### src/rtl/scan_pkg.sv
package scan_pkg;

    typedef enum logic [1:0] {
        MODE_CONC  = 2'b00,
        MODE_BURST = 2'b01,
        MODE_PEEK  = 2'b10,
        MODE_TRIG  = 2'b11
    } scan_mode_e;

    typedef enum logic [1:0] {
        ST_IDLE  = 2'b00,
        ST_WTRIG = 2'b01,
        ST_WRDY  = 2'b10,
        ST_RUN   = 2'b11
    } scan_state_e;

    // Modes that stall the CPU only for the read cycle and leave a gap after it
    function automatic logic is_interleaved(scan_mode_e m);
        return (m == MODE_CONC) || (m == MODE_TRIG);
    endfunction

    // Modes in which software may stop a running scan
    function automatic logic sw_stop_allowed(scan_mode_e m);
        return m != MODE_BURST;
    endfunction

    function automatic scan_state_e start_state(scan_mode_e m);
        return (m == MODE_TRIG) ? ST_WTRIG : ST_WRDY;
    endfunction

endpackage

### src/rtl/scan_addr_gen.sv
module scan_addr_gen #(
    parameter int AW = 22
) (
    input  logic          clk,
    input  logic          rst,
    input  logic          load,
    input  logic          step,
    input  logic [AW-1:0] lo,
    input  logic [AW-1:0] hi,
    output logic [AW-1:0] addr,
    output logic          at_end
);
    always_ff @(posedge clk) begin
        if (rst)       addr <= '0;
        else if (load) addr <= lo;
        else if (step) addr <= addr + 1'b1;
    end

    // >= covers both the normal last word and a low bound above the high bound
    assign at_end = (addr >= hi);
endmodule

### src/rtl/scan_slot_arb.sv
module scan_slot_arb
    import scan_pkg::*;
#(
    parameter int GAP = 1
) (
    input  logic       clk,
    input  logic       rst,
    input  logic       running,
    input  scan_mode_e mode,
    input  logic       cpu_idle,
    input  logic       xfer,
    input  logic       trig_in,
    output logic       slot,
    output logic       trig_rise
);
    localparam int GW = (GAP < 1) ? 1 : $clog2(GAP + 1);

    logic [GW-1:0] gap_q;
    logic          trig_q;

    always_ff @(posedge clk) begin
        if (rst) trig_q <= 1'b0;
        else     trig_q <= trig_in;
    end
    assign trig_rise = trig_in & ~trig_q;

    generate
        if (GAP > 0) begin : g_gap
            always_ff @(posedge clk) begin
                if (rst || !running)                  gap_q <= '0;
                else if (xfer && is_interleaved(mode)) gap_q <= GW'(GAP);
                else if (gap_q != '0)                  gap_q <= gap_q - 1'b1;
            end
        end else begin : g_nogap
            always_ff @(posedge clk) gap_q <= '0;
        end
    endgenerate

    always_comb begin
        slot = running && (gap_q == '0);
        if (mode == MODE_PEEK) slot = slot && cpu_idle;
    end
endmodule

### src/rtl/mem_scan_ctrl.sv
module mem_scan_ctrl
    import scan_pkg::*;
#(
    parameter int AW  = 22,
    parameter int DW  = 16,
    parameter int GAP = 1
) (
    input  logic          clk,
    input  logic          rst,
    input  logic          scan_en,
    input  logic          go_set,
    input  logic          go_clr,
    input  logic [1:0]    mode,
    input  logic [AW-1:0] lo_addr,
    input  logic [AW-1:0] hi_addr,
    input  logic          crc_en,
    input  logic          crc_go,
    input  logic          crc_ready,
    input  logic          trig_in,
    input  logic          cpu_idle,
    input  logic          irq_clr,
    output logic          mem_rd_en,
    output logic [AW-1:0] mem_addr,
    input  logic [DW-1:0] mem_rdata,
    input  logic          mem_unimpl,
    output logic          crc_valid,
    output logic [DW-1:0] crc_data,
    output logic          cpu_stall,
    output logic          scan_busy,
    output logic          irq_flag,
    output logic          invalid
);
    scan_state_e state_q, state_n;
    scan_mode_e  mode_q, mode_n;
    logic        go_q, go_n;
    logic        inv_q, inv_n;
    logic        irq_q, irq_n;

    logic          start, crc_ok, running, xfer, slot, trig_rise, at_end, irq_set;
    logic [AW-1:0] addr;

    assign start   = scan_en && !go_q && go_set;
    assign crc_ok  = crc_en && crc_go;
    assign running = (state_q == ST_RUN);

    scan_addr_gen #(.AW(AW)) u_addr (
        .clk(clk), .rst(rst), .load(start), .step(xfer),
        .lo(lo_addr), .hi(hi_addr), .addr(addr), .at_end(at_end)
    );

    scan_slot_arb #(.GAP(GAP)) u_arb (
        .clk(clk), .rst(rst), .running(running), .mode(mode_q),
        .cpu_idle(cpu_idle), .xfer(xfer), .trig_in(trig_in),
        .slot(slot), .trig_rise(trig_rise)
    );

    // Datapath and handshake
    assign crc_valid = slot && !mem_unimpl && crc_ok && scan_en;
    assign xfer      = crc_valid && crc_ready;
    assign mem_rd_en = crc_valid;
    assign mem_addr  = addr;
    assign crc_data  = mem_rdata;
    assign cpu_stall = go_q && ((mode_q == MODE_BURST) ||
                                (is_interleaved(mode_q) && crc_valid));

    // Sequencing: the end conditions are listed in priority order
    always_comb begin
        state_n = state_q;
        mode_n  = mode_q;
        go_n    = go_q;
        inv_n   = inv_q;
        irq_set = 1'b0;
        if (!scan_en) begin
            state_n = ST_IDLE;
            go_n    = 1'b0;
        end else if (!go_q) begin
            if (go_set) begin
                mode_n  = scan_mode_e'(mode);
                state_n = start_state(scan_mode_e'(mode));
                go_n    = 1'b1;
                inv_n   = 1'b0;
            end
        end else if (!crc_ok) begin
            state_n = ST_IDLE;
            go_n    = 1'b0;
            inv_n   = 1'b1;
            irq_set = 1'b1;
        end else if ((running && mem_unimpl) || (xfer && at_end) ||
                     (go_clr && sw_stop_allowed(mode_q))) begin
            state_n = ST_IDLE;
            go_n    = 1'b0;
            irq_set = 1'b1;
        end else begin
            case (state_q)
                ST_WTRIG: if (trig_rise) state_n = ST_WRDY;
                ST_WRDY:  if (crc_ready) state_n = ST_RUN;
                default:  ;
            endcase
        end
        irq_n = (irq_q && !irq_clr) || irq_set;
    end

    always_ff @(posedge clk) begin
        if (rst) begin
            state_q <= ST_IDLE;
            mode_q  <= MODE_CONC;
            go_q    <= 1'b0;
            inv_q   <= 1'b0;
            irq_q   <= 1'b0;
        end else begin
            state_q <= state_n;
            mode_q  <= mode_n;
            go_q    <= go_n;
            inv_q   <= inv_n;
            irq_q   <= irq_n;
        end
    end

    assign scan_busy = go_q;
    assign irq_flag  = irq_q;
    assign invalid   = inv_q;
endmodule

### config.mk
export PLATFORM = sky130hd
export DESIGN_NAME = mem_scan_ctrl
export DESIGN_NICKNAME = d
export VERILOG_FILES = /design/src/rtl/scan_pkg.sv /design/src/rtl/scan_addr_gen.sv /design/src/rtl/scan_slot_arb.sv /design/src/rtl/mem_scan_ctrl.sv
export SDC_FILE = /design/constraint.sdc
export NUM_CORES = 1
export LEC_CHECK = 0
export ABC_CLOCK_PERIOD_IN_PS = 3800
export BUFFER_PORTS_ARGS = -buffer_cell sky130_fd_sc_hd__buf_4
export CORE_MARGIN = 2
export CORE_UTILIZATION = 50
export DETAILED_ROUTE_END_ITERATION = 8
export GPL_TIMING_DRIVEN = 0
export PLACE_DENSITY = 0.89
export SETUP_SLACK_MARGIN = 0.3
export SLEW_MARGIN = 30
export SYNTH_ARGS = -nofsm -noshare
export SYNTH_HDL_FRONTEND = slang
export SYNTH_SLANG_ARGS = --single-unit
### constraint.sdc
create_clock -name clk -period 3.8 [get_ports clk]
set_input_delay 0 -clock clk [delete_from_list [all_inputs] [get_ports clk]]
set_output_delay 0 -clock clk [all_outputs]
set_load 0.03 [all_outputs]
==> results summary, run 1 <==
The run finished with clean final reports. Setup repair after global routing left no endpoint under its margin. The number of standard-cell rows in the floorplan came out at 25. The count of hold-fix buffers inserted at cts came out at 3. The number of warnings issued by yosys is 0. CTS placed an instance of sky130_fd_sc_hd__clkbuf_8 at the clock tree root. Sorting the synthesized cells by area gives the leading types as sky130_fd_sc_hd__dfxtp_1, sky130_fd_sc_hd__ha_1, sky130_fd_sc_hd__buf_4. The number of pins exceeding their max-slew limit in the final report was 0. The worst setup path is captured at a register. The final-layout setup total negative slack is 0 ps.

The insertion delay of the later-clocked pin in the worst-skew pair came out at between 200 and 300 ps. VDD sags by at most roughly 0.00014 V. The gate count of the mapped netlist is approximately 310. The relative area change from synthesis to final layout came out at 39.1%. After synthesis, the netlist uses between 40 and 50 different library cells. The number of buffers added on ports is a little over 100. The core region area is about 4700 sq um.

The post-synth net total is a little over 400. The antenna violation net count after detailed routing is 0. The clock tree buffer depth came out at 2. The worst setup path is of the reg2reg kind. In the finished design, the share of the clock period the worst path needs comes to 56.1%. The number of gates resized after CTS came out at 0. The final worst clock skew is between 3 and 4 ps. Setup violations remaining at the end of the flow were counted as 0.

The number of iterations in the first detailed-routing pass came out at 4. The vertical extent of the die is 74.1 microns. In the synthesized netlist the dominant register cell turns out to be sky130_fd_sc_hd__dfxtp_1. The residual overflow from global routing came out at 0. The clock net sink count came out at 31. The total power density per cell area is 269 nW/um^2. The top cell type's share of synthesized area came out at 25.3%. The total leakage power is between 1.5 and 2 nW. The worst setup path is launched from a register. The worst setup timing slack at the placement stage came out at roughly 1700 ps.

The data arrival time of the critical path is about 2300 ps. The effective utilization at floorplan came out at ~52%. The async set-or-reset flop fraction in the synthesized netlist came out at 0%.

The largest net degree at the start of global routing came out at 11. The overall die area is around 5500 sq um. The max-capacitance violation count is 0. The synthesized netlist occupies a cell area of about 2500 sq um. The required time reported for the critical path endpoint is 3950 ps.

The horizontal die dimension came out at approximately 74 microns. Routability-driven placement finished with a final weighted congestion of approximately 0.84. The via total after detailed routing is ~2700. The layout cell share with drive strength beyond 1 came out at a little over 30%. The via count of the first global-routing pass came to 2455.

After legalization and detailed placement, the total HPWL measured about 5.4 mm. Global routing used 24.7% of the available tracks. The fraction of the yosys area taken by sequential cells is approximately 25%. The final hold slack is about 0.43 ps.

The path class of the tightest hold or removal check is in2reg. The first global-routing pass estimated about 11 mm of wire. The number of top-level design ports is around 120. The post-route worst setup slack is 1670 ps. The CTS buffer count is 5. The synthesized design spends more area on one cell type than any other, namely sky130_fd_sc_hd__dfxtp_1. The via count normalized by instance count is 5.54. The clock-pin slew reported for the worst setup and hold paths after clock tree synthesis is 70 ps.

The maximum frequency from static timing analysis came out at between 0.4 and 0.5 GHz. The final hold violation count is 0. The number of synthesized flops with an enable pin is 0. TritonCTS built the clock tree. The H-tree was split into 2 levels. The maximum fanout encountered on the critical timing path is 6. In this run, placement finished with an instance count of 482. Excluding fillers, the count of instances in the completed layout stands at ~490.

The transition time of the tightest slew-check pin came out at between 800 and 900 ps. The number of register bits inferred by synthesis is 31. Wires add up to roughly 7 mm. The initial antenna violation count came out at 0. The starting DRC count in detailed routing came out at between 150 and 200. The number of DRC violations after detailed routing came out at 0. The final critical path time including I/O delays and setup came out at between 2000 and 2500 ps.

The net total in the final layout is roughly 520. After detailed routing, the average wire length per cell comes to around 14 microns. The number of antenna cells inserted is 0. The mean post-synth cell area came out at just under 8 sq um. The worst slew margin relative to its limit came out at around 46%. The count of buffers added by post-CTS timing repair for setup is 0.
[registers in the layout, summed over array words and instances (netlist names)]
name and count:
u_addr.addr 22, invalid 1, state_q 2, u_arb.trig_q 1, irq_flag 1, mode_q 2, scan_busy 1, u_arb.gap_q 1
[per-layer routing]
| layer | GRT usage, % | wire length [microns] | vias to the layer above |
|---|---|---|---|
| li1 | - | - | 1346 |
| met1 | 30.8 | 2870 | 1250 |
| met2 | 44.1 | 3390 | 124 |
| met3 | 4.20 | 562 | 6 |
| met4 | 6.46 | 68 | 0 |
| met5 | 0 | 0 | - |
[final timing paths]
check,from,endpoint,slack (ps),cells past startpoint
worst max register to register,u_addr.addr[0],irq_flag,1670,7
worst max-delay path,u_addr.addr[0],irq_flag,1670,7
worst min-delay path,lo_addr[8],u_addr.addr[8],0.4,3
worst min register to register,mode_q[0],mode_q[0],550,2
[cell usage after synthesis (3+ instances only)]
library cell	count
sky130_fd_sc_hd__buf_4	18
sky130_fd_sc_hd__a21oi_1	13
sky130_fd_sc_hd__nor3_1	6
sky130_fd_sc_hd__nand3_1	9
sky130_fd_sc_hd__inv_1	31
sky130_fd_sc_hd__nand2_1	21
sky130_fd_sc_hd__a311oi_1	12
sky130_fd_sc_hd__dfxtp_1	31
sky130_fd_sc_hd__a31oi_1	3
sky130_fd_sc_hd__nor2_1	34
sky130_fd_sc_hd__or4_1	3
sky130_fd_sc_hd__clkbuf_1	11
sky130_fd_sc_hd__xnor2_1	10
sky130_fd_sc_hd__and4_1	6
sky130_fd_sc_hd__or3_1	6
sky130_fd_sc_hd__ha_1	25
sky130_fd_sc_hd__a211oi_1	15
sky130_fd_sc_hd__nand4_1	6
sky130_fd_sc_hd__o21ai_0	9
sky130_fd_sc_hd__o31ai_1	4
sky130_fd_sc_hd__nor2b_1	3
sky130_fd_sc_hd__nand2b_1	3
sky130_fd_sc_hd__nor4_1	5
[per-stage QoR]
step	util [%]	total power (W)	cell area, sq um
2_1_floorplan	-	0.000537	2460
3_3_place_gp	69.9	0.000650	3300
3_5_place_dp	69.9	0.000658	3300
4_1_cts	72.3	0.000920	3420
5_1_grt	72.3	0.000960	3420
6_report	72.3	0.000920	3420
[cells in the final DEF (no fill, tap or decap), drive strengths merged, types with 12 or more instances in the layout]
master / netlist / layout
nor2: 34 / 34
a21oi: 13 / 13
a311oi: 12 / 12
a211oi: 15 / 15
clkbuf: 11 / 17
inv: 31 / 31
nand2: 21 / 21
buf: 19 / 120
dfxtp: 31 / 31
ha: 25 / 25
[critical path, cell delays in order (launching register included)]
cell and delay (ps):
sky130_fd_sc_hd__dfxtp_1 430, sky130_fd_sc_hd__inv_1 80, sky130_fd_sc_hd__ha_1 270, sky130_fd_sc_hd__nand2b_1 140, sky130_fd_sc_hd__a21o_1 170, sky130_fd_sc_hd__a211oi_1 560, sky130_fd_sc_hd__o2111a_1 280, sky130_fd_sc_hd__a2111oi_0 60
[logic make-up after synthesis]
group / share of synthesized area (%)
fa+ha+maj: 12.7
xor+xnor: 3.92
mux: 0.815
buf+inv: 12.1
simple gates: 25.0
flops: 25.3
compound gates: 20.2
[where the power goes]
group	switching, W	internal (W)	total (W)
Combinational	0.000147	0.000133	0.000280
Clock	0.000123	0.000142	0.000265
Sequential	0.0000305	0.000345	0.000375
Total	0.000300	0.000620	0.000920
[area by class of cell]
class	count	area [sq um]
multi-input combinational	222	1540
fill	403	1310
timing repair buffer	104	788
sequential	31	621
buffer	30	181
inverter	31	116
tap	67	83.8
clock buffer	6	82.6
clock inverter	1	5.00
Power figures use the tool's default switching activity.
==> run 2: changes to the inputs <==
--- a/config.mk
+++ b/config.mk
@@ -5,13 +5,13 @@
 export SDC_FILE = /design/constraint.sdc
 export NUM_CORES = 1
 export LEC_CHECK = 0
-export ABC_CLOCK_PERIOD_IN_PS = 3800
+export ABC_CLOCK_PERIOD_IN_PS = 1800
 export BUFFER_PORTS_ARGS = -buffer_cell sky130_fd_sc_hd__buf_4
 export CORE_MARGIN = 2
-export CORE_UTILIZATION = 50
+export CORE_UTILIZATION = 42
 export DETAILED_ROUTE_END_ITERATION = 8
 export GPL_TIMING_DRIVEN = 0
-export PLACE_DENSITY = 0.89
+export PLACE_DENSITY = 0.8
 export SETUP_SLACK_MARGIN = 0.3
 export SLEW_MARGIN = 30
 export SYNTH_ARGS = -nofsm -noshare
==> constraint.sdc (replaced) <==
create_clock -name clk -period 1.8 [get_ports clk]
set_input_delay 0 -clock clk [delete_from_list [all_inputs] [get_ports clk]]
set_output_delay 0 -clock clk [all_outputs]
set_load 0.03 [all_outputs]
==> results summary, run 2 (synthesis results as in run 1) <==
The run finished, with violations left. The checks that failed: negative hold slack, negative setup slack. The clock tree buffer depth came to 2 (unchanged). TritonCTS built the clock tree. The final hold slack is -0.0407 ps (-0.470 ps). The clock share of power is 27.7% (-1.1 points). The power spent charging and discharging nets is 0.000700 W (+130%). The global routing met1 resource utilization came to 30.9% (+0.069 points). The horizontal die dimension is 80.5 microns (+8.6%). The final-layout setup total negative slack came out at -1380 ps (-1380 ps). The number of DRC violations after detailed routing came out at 0 (unchanged). The vertical extent of the die is 80.5 microns (+8.6%). The max-capacitance violation count is 0 (unchanged). The routability congestion estimate is 0.873 (+4.5%).

The met2 track demand over resource came out at 44.3% (+0.19 points). The H-tree depth reported by CTS is 2 (unchanged). The cell-internal power came out at 0.00138 W (+120%). The post-route worst setup slack came out at -186 ps (-1850 ps).

The maximum frequency from static timing analysis was 0.503 GHz (+7.4%). The residual overflow from global routing is 0 (unchanged). The HPWL after detailed placement came to 5.60 mm (+4.5%).

The required time reported for the critical path endpoint came to 2000 ps (-1950 ps). The final critical path time including I/O delays and setup is 1990 ps (-146 ps). The largest delay contributor family on the critical path is simple AND/OR/NAND/NOR gates. The worst supply voltage drop on vdd came to 0.000295 V (+100%).

The antenna violation net count after detailed routing is 0 (unchanged). The effective utilization at floorplan came out at 44.1% (-7.9 points). The data arrival time of the critical path came out at 2180 ps (-100 ps). The worst setup timing slack at the placement stage is -292 ps (-1990 ps). The sequential group share of total power is 38.5% (-2.3 points). The core region area came out at 5570 sq um (+18%).

The largest net degree at the start of global routing is 11 (unchanged). The signal on the critical path passes through nor3b_2 -> and4_1 -> buf_6 -> nand4_4 -> or4_4 -> a311oi_2. The worst stage delay on the critical path came to 560 ps (about the same).

The worst setup path is captured at a register. The met3 layer usage reported by global route is 5.06% (+0.86 points). STA classifies the critical path startpoint as a register.

In this run the clock root is driven by a sky130_fd_sc_hd__clkbuf_8. The final hold violation count is 1 (+1). The total routing resource utilization after global routing is 25.4% (+0.64 points). The layer flagged by global routing as most heavily used is met2. The cell type of the slowest stage on the worst timing path is sky130_fd_sc_hd__or4_4. The maximum fanout encountered on the critical timing path came out at 5 (-1). The detailed-route wire length per cell is 16.6 microns (+19%). The instance count after placement with tap cells included came out at 487 (+1.0%).

The number of top-level design ports is 118 (unchanged). The worst slew margin relative to its limit is 59.4% (+13 points). The worst setup path is of the reg2reg kind. The largest registers in the layout are u_addr.addr x22, mode_q x2, state_q x2. The wire length of the first global-routing pass came out at 12.9 mm (+21%). Leaving out fill and tap cells, the most frequent cell in the layout is sky130_fd_sc_hd__buf_4. Setup repair after global routing could not meet its margin everywhere. The kind of path behind the tightest hold check is in2reg. The number of pins exceeding their max-slew limit in the final report is 0 (unchanged).

The post-layout instance count excluding filler cells is 535 (+8.7%). The flip-flop count of the largest register, all copies and words added was 22 (unchanged). The total leakage power came out at 2.00 nW (+27%). The switching power as a share of total power is 33.7% (+1.1 points). The number of standard-cell rows in the floorplan came out at 27 (+8.0%). The net total in the final layout is 561 (+7.1%). The final setup violation count is 16 (+16). The final worst clock skew was 4.53 ps (+0.622 ps). The clock-pin slew reported for the worst setup and hold paths after clock tree synthesis is 70 ps (about the same). The CTS buffer count is 5 (unchanged).

The transition time of the tightest slew-check pin came out at 609 ps (-196 ps). The clock net sink count is 31 (unchanged). The final clock period utilization by the worst path is 110% (+54 points). The total power density per cell area came out at 489 nW/um^2 (+82%).

The sum of buffers and inverters on the critical path came to 1 (unchanged). The via total after detailed routing is 3025 (+11%). The area growth from synthesis to layout is 73.0%. The via count normalized by instance count is 5.65 (+2.0%). The starting DRC count in detailed routing is 179 (+15%).

The overall die area is 6480 sq um (+18%). The via count of the first global-routing pass is 2844 (+16%). The library cells used most frequently in the layout, excluding fill and tap cells, are sky130_fd_sc_hd__buf_4, sky130_fd_sc_hd__nor2_1, sky130_fd_sc_hd__inv_1. The number of buffers added on ports came out at 101 (unchanged).

u_addr.addr holds more flip-flops than any other register. The number of antenna cells inserted is 0 (unchanged). The number of iterations in the first detailed-routing pass came out at 5 (+1). The layout cell share with drive strength beyond 1 came out at 52.1% (+21 points). The initial antenna violation count came out at 0 (unchanged). The insertion delay of the later-clocked pin in the worst-skew pair is 290 ps (about the same).

The combinational group share of total power came out at 33.9% (+3.5 points). The detailed-route wire length came out at 8.89 mm (+29%).
==> run 2: cell types whose count changed in the layout (fill, tap and decap cells not counted), sizes merged <==
cell / before / now
dlygate4sd3: 3 / 7
clkbuf: 17 / 16
buf: 120 / 154
nand3: 9 / 10
==> run 2: stage by stage <==
stage	power (W)	util, %	cell area (sq um)	hold slack (ps)
global placement	0.00139	62.3	3470	216
finish	0.00208	76.3	4250	-0.0407
detailed placement	0.00140	62.3	3470	217
global route	0.00217	76.3	4250	5.73
CTS	0.00202	71.8	4000	0.924
floorplan	0.00114	-	2620	128
==> run 2: routing by layer <==
metal | up-vias | share of wire (%)
met5 | - | 0
li1 | 1429 | -
met2 | 154 | 52
met4 | 0 | 1.7
met3 | 15 | 7.3
met1 | 1427 | 39
==> run 2: power by group through the flow <==
stage	logic (W)	registers, W	clock network (W)
after floorplan	0.000280	0.000864	0
after global placement	0.000579	0.000810	0
after detailed placement	0.000591	0.000811	0
after CTS	0.000650	0.000794	0.000573
after global routing	0.000758	0.000807	0.000608
final	0.000704	0.000800	0.000575
==> run 2: tightest hold or removal path, cell delays in order <==
cell and delay [ps]:
sky130_fd_sc_hd__buf_4 110, sky130_fd_sc_hd__nor2_1 90, sky130_fd_sc_hd__a211oi_1 50
==> run 2: path summary, 6_finish.rpt <==
path / startpoint / endpoint / slack (ps) / cells after the start
setup / recovery: u_arb.gap_q / u_addr.addr[16] / -190 / 6
hold / removal: lo_addr[11] / u_addr.addr[11] / -0.04 / 3
setup reg to reg: u_arb.gap_q / u_addr.addr[16] / -190 / 6
hold reg to reg: u_addr.addr[18] / u_addr.addr[18] / 540 / 2
==> run 2: timing repair <==
item / 4_1_cts / 5_1_grt
hold buffers: 7 / 0
setup buffers: 21 / 10
pin swaps: 25 / 26
endpoints found under the hold margin: 7 / 0
gates resized for setup: 42 / 35
setup endpoints to repair: 29 / 31
cloned: 2 / 0
==> run 2: final cells by class <==
cell class / instances / area, sq um
multi-input combinational: 223 / 1890
fill: 376 / 1320
timing repair buffer: 140 / 1140
sequential: 31 / 686
buffer: 30 / 233
inverter: 31 / 116
tap: 72 / 90.1
clock buffer: 7 / 86.3
clock inverter: 1 / 3.75
==> run 3: changes to the inputs <==
--- a/config.mk
+++ b/config.mk
@@ -12,6 +12,7 @@
 export DETAILED_ROUTE_END_ITERATION = 8
 export GPL_TIMING_DRIVEN = 0
 export PLACE_DENSITY = 0.8
+export RECOVER_POWER = 100
 export SETUP_SLACK_MARGIN = 0.3
 export SLEW_MARGIN = 30
 export SYNTH_ARGS = -nofsm -noshare
==> results summary, run 3 (synthesis results as in run 1) <==
Ranked by flip-flop count, first place goes to u_addr.addr. The number of top-level design ports came out at 118 (unchanged). The number of DRC violations after detailed routing is 0 (unchanged). The insertion delay of the later-clocked pin in the worst-skew pair is 290 ps (about the same).

The worst stage delay on the critical path came out at 560 ps (about the same). The clock-pin slew reported for the worst setup and hold paths after clock tree synthesis came out at 70 ps (about the same). The clock net sink count came out at 31 (unchanged). The CTS buffer count came to 5 (unchanged). Leaving out fill and tap cells, the most frequent cell in the layout is sky130_fd_sc_hd__buf_4.

The data arrival time of the critical path came to 2180 ps (about the same). In the final layout, the registers with the most flip-flops are u_addr.addr x22, mode_q x2, state_q x2. The antenna violation net count after detailed routing is 0 (unchanged). The power after layout came out at 0.00205 W (-1.2%). The number of buffers added on ports is 101 (unchanged). Walking the worst path, the cells encountered are nor3b_2 -> and4_1 -> buf_6 -> nand4_4 -> or4_4 -> a311oi_2. TritonCTS built the clock tree.

The total leakage power came out at 1.90 nW (-5.3%). The number of iterations in the first detailed-routing pass came out at 5 (unchanged). The worst supply voltage drop on vdd came to 0.000299 V (+1.4%). The horizontal die dimension is 80.5 microns (unchanged). The transition time of the tightest slew-check pin is 612 ps (+3.12 ps). The via count normalized by instance count is 5.64 (-0.26%).

The via total after detailed routing was 3017 (-0.26%). The HPWL after detailed placement is 5.60 mm (unchanged). The layout cell share with drive strength beyond 1 came out at 46.0% (-6.0 points).

The residual overflow from global routing is 0 (unchanged). The worst setup path is captured at a register. The initial antenna violation count came out at 0 (unchanged). The maximum fanout encountered on the critical timing path is 5 (unchanged). The critical path is of the reg2reg type. The detailed-route wire length is 8.91 mm (+0.24%). The source of the critical timing path is u_arb.gap_q. The sum of buffers and inverters on the critical path is 1 (unchanged). The core region area came out at 5570 sq um (unchanged). The depth of the worst register-to-register path is 6 (unchanged). The wire length of the first global-routing pass is 12.9 mm (unchanged). Setup repair after global routing could not meet its margin everywhere. On the critical path, the stage with the largest delay is an instance of sky130_fd_sc_hd__or4_4.

The maximum frequency from static timing analysis is 0.504 GHz (about the same). The worst slew margin relative to its limit is 59.2% (-0.21 points). The via count of the first global-routing pass came to 2844 (unchanged). The number of pins exceeding their max-slew limit in the final report is 0 (unchanged). The starting DRC count in detailed routing came out at 197 (+10%). The effective utilization at floorplan is 44.1% (unchanged). The number of standard-cell rows in the floorplan is 27 (unchanged).

The end point of the most critical hold path is u_addr.addr[11]. The required time reported for the critical path endpoint is 2000 ps (about the same). The number of antenna cells inserted came to 0 (unchanged). The total routing resource utilization after global routing came out at 25.4% (unchanged).

The clock tree buffer depth came out at 2 (unchanged). The worst setup timing slack at the placement stage is -292 ps (unchanged). The worst register-to-register path ends at u_addr.addr[16]. The kind of path behind the tightest hold check is in2reg. The flip-flop count of the largest register, all copies and words added came out at 22 (unchanged). The number of filler cells placed in the layout came out at 405 (+7.7%).

Leaving out fill and tap cells, the most frequent cells in the layout are sky130_fd_sc_hd__buf_4, sky130_fd_sc_hd__nor2_1, sky130_fd_sc_hd__clkbuf_1. In this run the critical register-to-register path is launched from u_arb.gap_q. The largest net degree at the start of global routing came out at 11 (unchanged).

The cell family contributing the most delay on the critical path is simple AND/OR/NAND/NOR gates. The final setup violation count is 14 (-2). The final hold slack is -3.52 ps (-3.48 ps).

The max-capacitance violation count came out at 0 (unchanged). The area growth from synthesis to layout is 68.7%. The net total in the final layout was 561 (unchanged). STA classifies the critical path startpoint as a register. The vertical extent of the die is 80.5 microns (unchanged). The post-route worst setup slack is -185 ps (+1.66 ps). The overall die area came to 6480 sq um (unchanged). The cell sitting at the root of the clock tree is a sky130_fd_sc_hd__clkbuf_8.

The final critical path time including I/O delays and setup came out at 1980 ps (-1.66 ps). The flow ran to the end, but the final reports show violations. The detailed-route wire length per cell is 16.6 microns (+0.24%). The total power density per cell area is 495 nW/um^2 (+1.3%). The routability congestion estimate came out at 0.873 (unchanged).

The final worst clock skew came out at 6.19 ps (+1.66 ps). The H-tree depth reported by CTS is 2 (unchanged). The final hold violation count is 1 (unchanged). The checks that failed: negative hold slack, negative setup slack. The worst hold path cell count is 3 (unchanged). The final clock period utilization by the worst path is 110% (about the same). The worst setup slack for register-to-register paths came to -180 ps (about the same). The source of the worst hold timing path is lo_addr[11].
[run 3: how the worst max path moves through the flow]
stage	end	slack, ps	depth (start not counted)
2_1_floorplan	u_addr.addr[20]	-5	8
3_3_place_gp	irq_flag	-230	6
3_5_place_dp	irq_flag	-290	6
4_1_cts	u_addr.addr[18]	-100	8
5_1_grt	u_addr.addr[4]	-240	11
6_report	u_addr.addr[16]	-180	6
[run 3: worst min-delay path, stage by stage]
cell	delay, ps
sky130_fd_sc_hd__buf_4	110
sky130_fd_sc_hd__nor2_1	90
sky130_fd_sc_hd__a211oi_1	50
[run 3: what timing repair did]
| item | 4_1_cts | 5_1_grt |
|---|---|---|
| pin swaps | 25 | 26 |
| hold endpoints to repair | 7 | 0 |
| gates cloned | 2 | 0 |
| hold buffers | 7 | 0 |
| setup endpoints to repair | 29 | 31 |
| gates resized for setup | 42 | 35 |
| buffers inserted | 21 | 10 |
[run 3: final cells by class]
class	count	area (sq um)	share of cell area (%)
multi-input cells	223	1890	45.6
plain buffers	30	233	5.61
clock buffers	7	86.3	2.08
clock inverters	1	3.75	0.0906
well taps	72	90.1	2.17
repair buffers	140	1040	25.1
inverters	31	116	2.81
flip-flops and latches	31	686	16.5
[run 3: stage by stage]
stage	util (%)	setup TNS (ps)	instance area, sq um	instances
after floorplan	-	-11.4	2620	314
after global placement	62.3	-1790	3470	487
after detailed placement	62.3	-2460	3470	487
after CTS	71.8	-437	4000	525
after global routing	74.4	-3040	4150	535
final	74.4	-1340	4150	535
[run 3: report_power, final]
part           leakage [nW]  switching (W)  total (W)  internal [W]
combinational          1.58       0.000359   0.000675      0.000316
sequential            0.269      0.0000713   0.000799      0.000728
clock                0.0459       0.000273   0.000580      0.000306
[run 3: layer usage]
layer  share of wire [%]  global-route usage (%)  up-vias
li1                    -                       -     1433
met1                  40                    30.9     1438
met2                  52                    44.3      133
met3                 7.1                    5.06       13
met4                 1.6                    8.64        0
met5                   0                       0        -
